**config.mk**
```make
export PLATFORM = sky130hd
export DESIGN_NAME = ts_rx_latch_bank
export DESIGN_NICKNAME = d
export VERILOG_FILES = /design/src/rtl/ts_latch_pkg.sv /design/src/rtl/ts_slot_pick.sv /design/src/rtl/ts_slot_store.sv /design/src/rtl/ts_event_track.sv /design/src/rtl/ts_reg_read.sv /design/src/rtl/ts_rx_latch_bank.sv
export SDC_FILE = /design/constraint.sdc
export NUM_CORES = 1
export LEC_CHECK = 0
export BUFFER_PORTS_ARGS = -buffer_cell sky130_fd_sc_hd__buf_2
export CORE_ASPECT_RATIO = 1.1
export CORE_MARGIN = 1
export CORE_UTILIZATION = 35
export DETAILED_ROUTE_END_ITERATION = 7
export SYNTH_ARGS = -nofsm -noshare
export SYNTH_HDL_FRONTEND = slang
export SYNTH_SLANG_ARGS = --single-unit
export TNS_END_PERCENT = 5
```
**constraint.sdc**
```tcl
create_clock -name clk -period 2.05 [get_ports clk]
set_input_delay 0 -clock clk [delete_from_list [all_inputs] [get_ports clk]]
set_output_delay 0 -clock clk [all_outputs]
set_load 0.005 [all_outputs]
```
**src/rtl/ts_latch_pkg.sv**
```systemverilog
`timescale 1ns/1ps
package ts_latch_pkg;
    localparam int TIME_W         = 64;
    localparam int REG_W          = 32;
    localparam int ADDR_W         = 4;
    localparam int MAX_SLOTS      = 6;
    localparam int EVT_OVF_BIT    = 16;
    localparam logic [ADDR_W-1:0] ADDR_OCCUPY    = 4'd0;
    localparam logic [ADDR_W-1:0] ADDR_EVENT     = 4'd1;
    localparam logic [ADDR_W-1:0] ADDR_SLOT_BASE = 4'd4;

    typedef enum logic [1:0] {
        ACC_NONE,
        ACC_OCCUPY,
        ACC_EVENT,
        ACC_SLOT
    } acc_kind_e;

    typedef struct packed {
        acc_kind_e  kind;
        logic [2:0] slot;
        logic       upper;
    } reg_dec_t;

    function automatic reg_dec_t decode_addr(input logic [ADDR_W-1:0] a,
                                             input int unsigned nslots);
        reg_dec_t d;
        logic [ADDR_W-1:0] off;
        d   = '{kind: ACC_NONE, slot: 3'd0, upper: 1'b0};
        off = a - ADDR_SLOT_BASE;
        if (a == ADDR_OCCUPY) begin
            d.kind = ACC_OCCUPY;
        end else if (a == ADDR_EVENT) begin
            d.kind = ACC_EVENT;
        end else if (a >= ADDR_SLOT_BASE) begin
            if (32'(off[ADDR_W-1:1]) < nslots) begin
                d.kind  = ACC_SLOT;
                d.slot  = off[ADDR_W-1:1];
                d.upper = off[0];
            end
        end
        return d;
    endfunction
endpackage

```
**src/rtl/ts_slot_pick.sv**
```systemverilog
`timescale 1ns/1ps
module ts_slot_pick #(
    parameter int N     = 4,
    parameter int IDX_W = 2
) (
    input  logic             req,
    input  logic [N-1:0]     occupied,
    output logic             valid,
    output logic [IDX_W-1:0] idx,
    output logic [N-1:0]     grant
);
    always_comb begin
        valid = 1'b0;
        idx   = '0;
        grant = '0;
        for (int i = N - 1; i >= 0; i--) begin
            if (req && !occupied[i]) begin
                valid    = 1'b1;
                idx      = IDX_W'(i);
                grant    = '0;
                grant[i] = 1'b1;
            end
        end
    end
endmodule

```
**src/rtl/ts_slot_store.sv**
```systemverilog
`timescale 1ns/1ps
module ts_slot_store
    import ts_latch_pkg::*;
#(
    parameter int N = 4
) (
    input  logic                      clk,
    input  logic                      rst,
    input  logic [TIME_W-1:0]         cur_time,
    input  logic [N-1:0]              grant,
    input  logic [N-1:0]              release_i,
    output logic [N-1:0]              latched,
    output logic [N-1:0][TIME_W-1:0]  slot_time
);
    for (genvar g = 0; g < N; g++) begin : g_slot
        always_ff @(posedge clk) begin
            if (rst) begin
                latched[g]   <= 1'b0;
                slot_time[g] <= '0;
            end else begin
                latched[g] <= (latched[g] & ~release_i[g]) | grant[g];
                if (grant[g]) begin
                    slot_time[g] <= cur_time;
                end
            end
        end

        assert_hold_R4: assert property (@(posedge clk) disable iff (rst)
            latched[g] && !release_i[g] |=> $stable(slot_time[g]) && latched[g]);

        assert_capture_R3: assert property (@(posedge clk) disable iff (rst)
            grant[g] |=> latched[g] && (slot_time[g] == $past(cur_time)));

        assert_release_R6: assert property (@(posedge clk) disable iff (rst)
            release_i[g] && !grant[g] |=> !latched[g]);
    end
endmodule

```
**src/rtl/ts_event_track.sv**
```systemverilog
`timescale 1ns/1ps
module ts_event_track #(
    parameter int N      = 4,
    parameter int DROP_W = 16
) (
    input  logic              clk,
    input  logic              rst,
    input  logic [N-1:0]      grant,
    input  logic              drop,
    input  logic              clear,
    output logic [N-1:0]      events,
    output logic              overflow,
    output logic [DROP_W-1:0] drop_count
);
    localparam logic [DROP_W-1:0] CNT_MAX = '1;

    always_ff @(posedge clk) begin
        if (rst) begin
            events     <= '0;
            overflow   <= 1'b0;
            drop_count <= '0;
        end else begin
            events   <= (clear ? '0 : events) | grant;
            overflow <= (clear ? 1'b0 : overflow) | drop;
            if (drop && (drop_count != CNT_MAX)) begin
                drop_count <= drop_count + 1'b1;
            end
        end
    end

    assert_ovf_sticky_R8: assert property (@(posedge clk) disable iff (rst)
        drop |=> overflow);

    assert_drop_count_R8: assert property (@(posedge clk) disable iff (rst)
        drop && (drop_count != CNT_MAX) |=> drop_count == $past(drop_count) + 1'b1);

    assert_event_kept_R9: assert property (@(posedge clk) disable iff (rst)
        (|grant) |=> (|(events & $past(grant))));
endmodule

```
**src/rtl/ts_reg_read.sv**
```systemverilog
`timescale 1ns/1ps
module ts_reg_read
    import ts_latch_pkg::*;
#(
    parameter int N = 4
) (
    input  logic                     clk,
    input  logic                     rst,
    input  logic                     rd_en,
    input  logic [ADDR_W-1:0]        rd_addr,
    input  logic [N-1:0]             latched,
    input  logic [N-1:0]             events,
    input  logic                     overflow,
    input  logic [N-1:0][TIME_W-1:0] slot_time,
    output logic [REG_W-1:0]         rd_data,
    output logic [N-1:0]             release_o,
    output logic                     evt_clear
);
    reg_dec_t          dec;
    logic [TIME_W-1:0] sel_time;
    logic [REG_W-1:0]  nxt_data;

    always_comb begin
        dec      = decode_addr(rd_addr, N);
        sel_time = '0;
        for (int i = 0; i < N; i++) begin
            if (dec.slot == 3'(i)) begin
                sel_time = slot_time[i];
            end
        end
        nxt_data = '0;
        case (dec.kind)
            ACC_OCCUPY: nxt_data[N-1:0] = latched;
            ACC_EVENT: begin
                nxt_data[N-1:0]         = events;
                nxt_data[EVT_OVF_BIT]   = overflow;
            end
            ACC_SLOT:   nxt_data = dec.upper ? sel_time[TIME_W-1:REG_W]
                                             : sel_time[REG_W-1:0];
            default:    nxt_data = '0;
        endcase
    end

    for (genvar g = 0; g < N; g++) begin : g_rel
        assign release_o[g] = rd_en && (dec.kind == ACC_SLOT) && dec.upper
                              && (dec.slot == 3'(g));
    end

    assign evt_clear = rd_en && (dec.kind == ACC_EVENT);

    always_ff @(posedge clk) begin
        if (rst) begin
            rd_data <= '0;
        end else if (rd_en) begin
            rd_data <= nxt_data;
        end
    end

    assert_unmapped_zero_R10: assert property (@(posedge clk) disable iff (rst)
        rd_en && (dec.kind == ACC_NONE) |=> rd_data == '0);
endmodule

```
**src/rtl/ts_rx_latch_bank.sv**
```systemverilog
`timescale 1ns/1ps
module ts_rx_latch_bank
    import ts_latch_pkg::*;
#(
    parameter int NUM_SLOTS = 4,
    parameter int DROP_W    = 16,
    localparam int IDX_W    = (NUM_SLOTS > 1) ? $clog2(NUM_SLOTS) : 1
) (
    input  logic              clk,
    input  logic              rst,
    input  logic [63:0]       cur_time,
    input  logic              cap_req,
    output logic              cap_valid,
    output logic [IDX_W-1:0]  cap_slot,
    input  logic              rd_en,
    input  logic [3:0]        rd_addr,
    output logic [31:0]       rd_data,
    output logic [NUM_SLOTS-1:0] slot_latched,
    output logic              overflow,
    output logic [DROP_W-1:0] drop_count
);
    logic [NUM_SLOTS-1:0]             grant;
    logic [NUM_SLOTS-1:0]             rel;
    logic [NUM_SLOTS-1:0]             events;
    logic [NUM_SLOTS-1:0][TIME_W-1:0] slot_time;
    logic                             evt_clear;
    logic                             cap_drop;
    reg_dec_t                         top_dec;

    initial begin
        assert (NUM_SLOTS >= 1 && NUM_SLOTS <= MAX_SLOTS)
            else $error("NUM_SLOTS out of range for the register map");
    end

    ts_slot_pick #(.N(NUM_SLOTS), .IDX_W(IDX_W)) pick_i (
        .req      (cap_req),
        .occupied (slot_latched),
        .valid    (cap_valid),
        .idx      (cap_slot),
        .grant    (grant)
    );

    assign cap_drop = cap_req && !cap_valid;

    ts_slot_store #(.N(NUM_SLOTS)) store_i (
        .clk       (clk),
        .rst       (rst),
        .cur_time  (cur_time),
        .grant     (grant),
        .release_i (rel),
        .latched   (slot_latched),
        .slot_time (slot_time)
    );

    ts_event_track #(.N(NUM_SLOTS), .DROP_W(DROP_W)) evt_i (
        .clk        (clk),
        .rst        (rst),
        .grant      (grant),
        .drop       (cap_drop),
        .clear      (evt_clear),
        .events     (events),
        .overflow   (overflow),
        .drop_count (drop_count)
    );

    ts_reg_read #(.N(NUM_SLOTS)) rd_i (
        .clk       (clk),
        .rst       (rst),
        .rd_en     (rd_en),
        .rd_addr   (rd_addr),
        .latched   (slot_latched),
        .events    (events),
        .overflow  (overflow),
        .slot_time (slot_time),
        .rd_data   (rd_data),
        .release_o (rel),
        .evt_clear (evt_clear)
    );

    assign top_dec = decode_addr(rd_addr, NUM_SLOTS);

    assert_pick_free_R2: assert property (@(posedge clk) disable iff (rst)
        cap_req && cap_valid |-> !slot_latched[cap_slot]);

    assert_drop_full_R8: assert property (@(posedge clk) disable iff (rst)
        cap_req && !cap_valid |-> (&slot_latched));

    assert_release_wins_R7: assert property (@(posedge clk) disable iff (rst)
        cap_valid && (|(rel & slot_latched)) |=> (|($past(rel) & ~slot_latched)));

    assert_no_side_effect_R10: assert property (@(posedge clk) disable iff (rst)
        rd_en && (top_dec.kind != ACC_SLOT) && !cap_valid |=> $stable(slot_latched));
endmodule

```
==> out/qor_table.md <==
| Quantity | Value | Unit |
|---|---|---|
| Clock root buffer | sky130_fd_sc_hd__clkbuf_16 | - |
| Worst setup slack after placement | 40.1 | ps |
| Standby leakage power | 6.05 | nW |
| CTS tree | built | - |
| Violation count after the first detailed-routing iteration | 1014 | - |
| Layout Nets | 1868 | - |
| Clk sinks | 313 | - |
| Routed wire length | 40800 | um |
| Kind of end point of the critical path | flop | - |
| Clock buffer depth | 3 | - |
| Total power density per cell area | 875 | mW/mm2 |
| Number of design rule violations left after detail routing | 0 | - |
| Post-route setup slack | 212 | ps |
| Relative slew margins | 57.7 | % |
| Ys flop type | sky130_fd_sc_hd__dfxtp_1 | - |
| Die extent in x | 186 | um |
| Number of iterations in the first detailed-routing pass | 5 | - |
| Crit Path Max Fanout | 9 | - |
| Area of the die | 0.0378 | mm2 |
| Path type of the worst setup path | reg2reg | - |
| Number of standard cells after synthesis | 1620 | - |
| Post-route non-filler standard cell count | 2303 | - |
| Largest clock skew in the final design | 13.7 | ps |
| IO Count | 128 | - |
| Number of nets with antenna violations after routing | 0 | - |
| DP Cell Count | 2178 | - |
| Leftover overflow at the end of global routing | 0 | - |
| H-tree depth | 2 | - |
| Number of buffers added by the clock tree synthesis step | 34 | - |
| Floorplan Core Area | 0.0364 | mm2 |
| Setup repair after global routing missed its margin | false | - |
| Via total after detailed routing | 12000 | - |
| Standard-cell row count | 73 | - |
| Required time of the critical path | 2460 | ps |
| Area of all placed cells without fillers | 0.0163 | mm2 |
| Fraction of layout instances using a drive strength above 1 | 16.9 | % |
| Post-route minimum period | 1840 | ps |
| Wirelength per Cell | 17.7 | um |
| Maximum number of pins on one net before global-route repair | 126 | - |
| Max-cap violations | 0 | - |
| Proportion of register bits with asynchronous set or reset after synthesis | 0 | % |
| Worst reg2reg setup slack | 210 | ps |
| Most common cell after layout, fill and taps aside | sky130_fd_sc_hd__nand2_1 | - |
| Clock latency of the later-clocked register in the worst-skew pair | 530 | ps |
| Final design utilization | 44.9 | % |
| CP arrival | 2250 | ps |
| Net count after synthesis | 1695 | - |
| Most used cells in the layout excluding fill and tap cells | 606 x sky130_fd_sc_hd__nand2_1, 313 x sky130_fd_sc_hd__dfxtp_1, 283 x sky130_fd_sc_hd__a21oi_1 | - |
| Final max-slew violation count | 0 | - |
| Tightest Pin Transition | 635 | ps |
| HPWL Detailed | 25000 | um |
| Buffers inserted by post-CTS timing repair | 0 | - |
| Hold violation total from the final report | 0 | - |
| Path type of the worst min-delay path | in2reg | - |
| Vias in the first global route | 11500 | - |
| Status | complete, no violations | - |
| Die Ht | 204 | um |
| Share of the cycle needed by the critical path after routing | 89.7 | % |
| Peak supply drop | 0.000472 | V |
| Total negative setup slack | 0 | ps |
| Routability cong. | 0.808 | - |
| Number of flops mapped to enable cells by yosys | 0 | - |
| Number of storage elements in the synthesis netlist | 313 | - |
| Endpoints failing setup | 0 | - |
| Sequential element share of the synthesized area | 48.3 | % |
| Ratio of routed vias to standard cells | 5.21 | - |
| Cell area after technology mapping | 0.0130 | mm2 |
| Avg Cell Area, Syn | 8.01 | um2 |
| Number of antenna violations at the first check in global routing | 2 | - |
| Area growth from synthesis to layout | 25.9 | % |
| Starting utilization of the core area | 35.7 | % |
| Global-route wire length before repair | 64100 | um |
| Fmax | 544 | MHz |
| Dpl cell area | 0.0144 | mm2 |
| Register clock-pin slew on the reported worst setup and hold paths | 60 | ps |
| Number of warnings issued by yosys | 0 | - |
| Total routing resource utilization after global routing | 21.6 | % |
| Number of antenna cells inserted | 0 | - |
| Distinct cell type count after synthesis | 55 | - |
| Startpoint type of the worst setup path | flop | - |
| Count of input and output buffers | 127 | - |
## Yosys cell counts (6+ instances only)
cell | number | share of area [%]
sky130_fd_sc_hd__nor3_1 | 9 | 0.35
sky130_fd_sc_hd__a22oi_1 | 17 | 0.98
sky130_fd_sc_hd__or2_2 | 6 | 0.29
sky130_fd_sc_hd__a211oi_1 | 12 | 0.69
sky130_fd_sc_hd__o21ai_0 | 13 | 0.50
sky130_fd_sc_hd__a21oi_1 | 283 | 11
sky130_fd_sc_hd__a221oi_1 | 7 | 0.47
sky130_fd_sc_hd__xnor2_1 | 6 | 0.41
sky130_fd_sc_hd__nand3_1 | 23 | 0.89
sky130_fd_sc_hd__nor2_1 | 54 | 1.6
sky130_fd_sc_hd__buf_2 | 12 | 0.46
sky130_fd_sc_hd__mux4_2 | 36 | 6.2
sky130_fd_sc_hd__a311oi_1 | 7 | 0.47
sky130_fd_sc_hd__clkbuf_1 | 82 | 2.4
sky130_fd_sc_hd__inv_1 | 9 | 0.26
sky130_fd_sc_hd__buf_1 | 24 | 0.69
sky130_fd_sc_hd__dfxtp_1 | 313 | 48
sky130_fd_sc_hd__mux2i_1 | 10 | 0.77
sky130_fd_sc_hd__nand2_1 | 606 | 18
## cells by family after synthesis
logic type / Yosys count / synth area share [%]
XOR/XNOR: 11 / 0.743
multiplexers: 50 / 7.37
flip-flops: 313 / 48.3
AND/OR/NAND/NOR: 738 / 22.8
adder cells (fa/ha/maj): 3 / 0.289
buffers and inverters: 132 / 4.19
AO/OA/AOI/OAI: 373 / 16.3
## worst paths after layout
check	end	startpoint	cells past startpoint
worst min-delay path	evt_i.drop_count[10]	cap_req	4
worst min register to register	store_i.slot_time[204]	store_i.slot_time[204]	2
worst max register to register	evt_i.drop_count[9]	store_i.latched[1]	5
worst max-delay path	evt_i.drop_count[9]	store_i.latched[1]	5
## power by group
part	internal, mW	switching [mW]	leakage [nW]	total (mW)
clock	4.18	2.50	0.611	6.68
sequential	6.25	0.0971	2.54	6.34
combinational	0.509	0.761	2.90	1.27
total	10.9	3.35	6.05	14.3
## per-layer routing
metal	part of all wire (%)	vias up	wire length, um	GRT usage, %
met5	0.049	-	20	0
met1	44	5735	17900	28.6
met2	48	370	19600	36.3
met4	2.0	4	823	6.09
li1	-	5830	-	-
met3	5.8	65	2370	3.08
## metrics by stage
| stage | total power, mW | hold WS (ps) |
|---|---|---|
| floorplan | 7.12 | 117 |
| detailed placement | 7.64 | 279 |
| CTS | 14.4 | 20.6 |
| global placement | 7.62 | 275 |
| finish | 14.3 | 30.7 |
| global route | 14.8 | 56.3 |
## critical path: stages (launching register included)
cell                       delay [ps]
sky130_fd_sc_hd__dfxtp_1          530
sky130_fd_sc_hd__nand4_1          330
sky130_fd_sc_hd__nor4_2           470
sky130_fd_sc_hd__nand4b_1         170
sky130_fd_sc_hd__xor2_1           160
sky130_fd_sc_hd__nor2_1            50
## sequential cells by signal (all words and copies together) (netlist names)
| name | cells |
|---|---|
| evt_i.drop_count | 16 |
| evt_i.events | 4 |
| evt_i.overflow | 1 |
| rd_i.rd_data | 32 |
| store_i.latched | 4 |
| store_i.slot_time | 256 |
## timing repair
item | CTS | global route
hold endpoints to repair | 274 | 0
endpoints found under the setup margin | 0 | 1
gates resized for setup | 0 | 1
hold buffers | 66 | 0
## layout make-up
cell class | count | area, um2
inverters | 9 | 33.8
fillers | 3653 | 20000
repair buffers | 260 | 1980
clock buffers | 48 | 1050
flip-flops and latches | 313 | 6270
well taps | 487 | 609
multi-input cells | 1175 | 6210
clock inverters | 11 | 180
No activity file was read; power rests on OpenSTA's default activity.
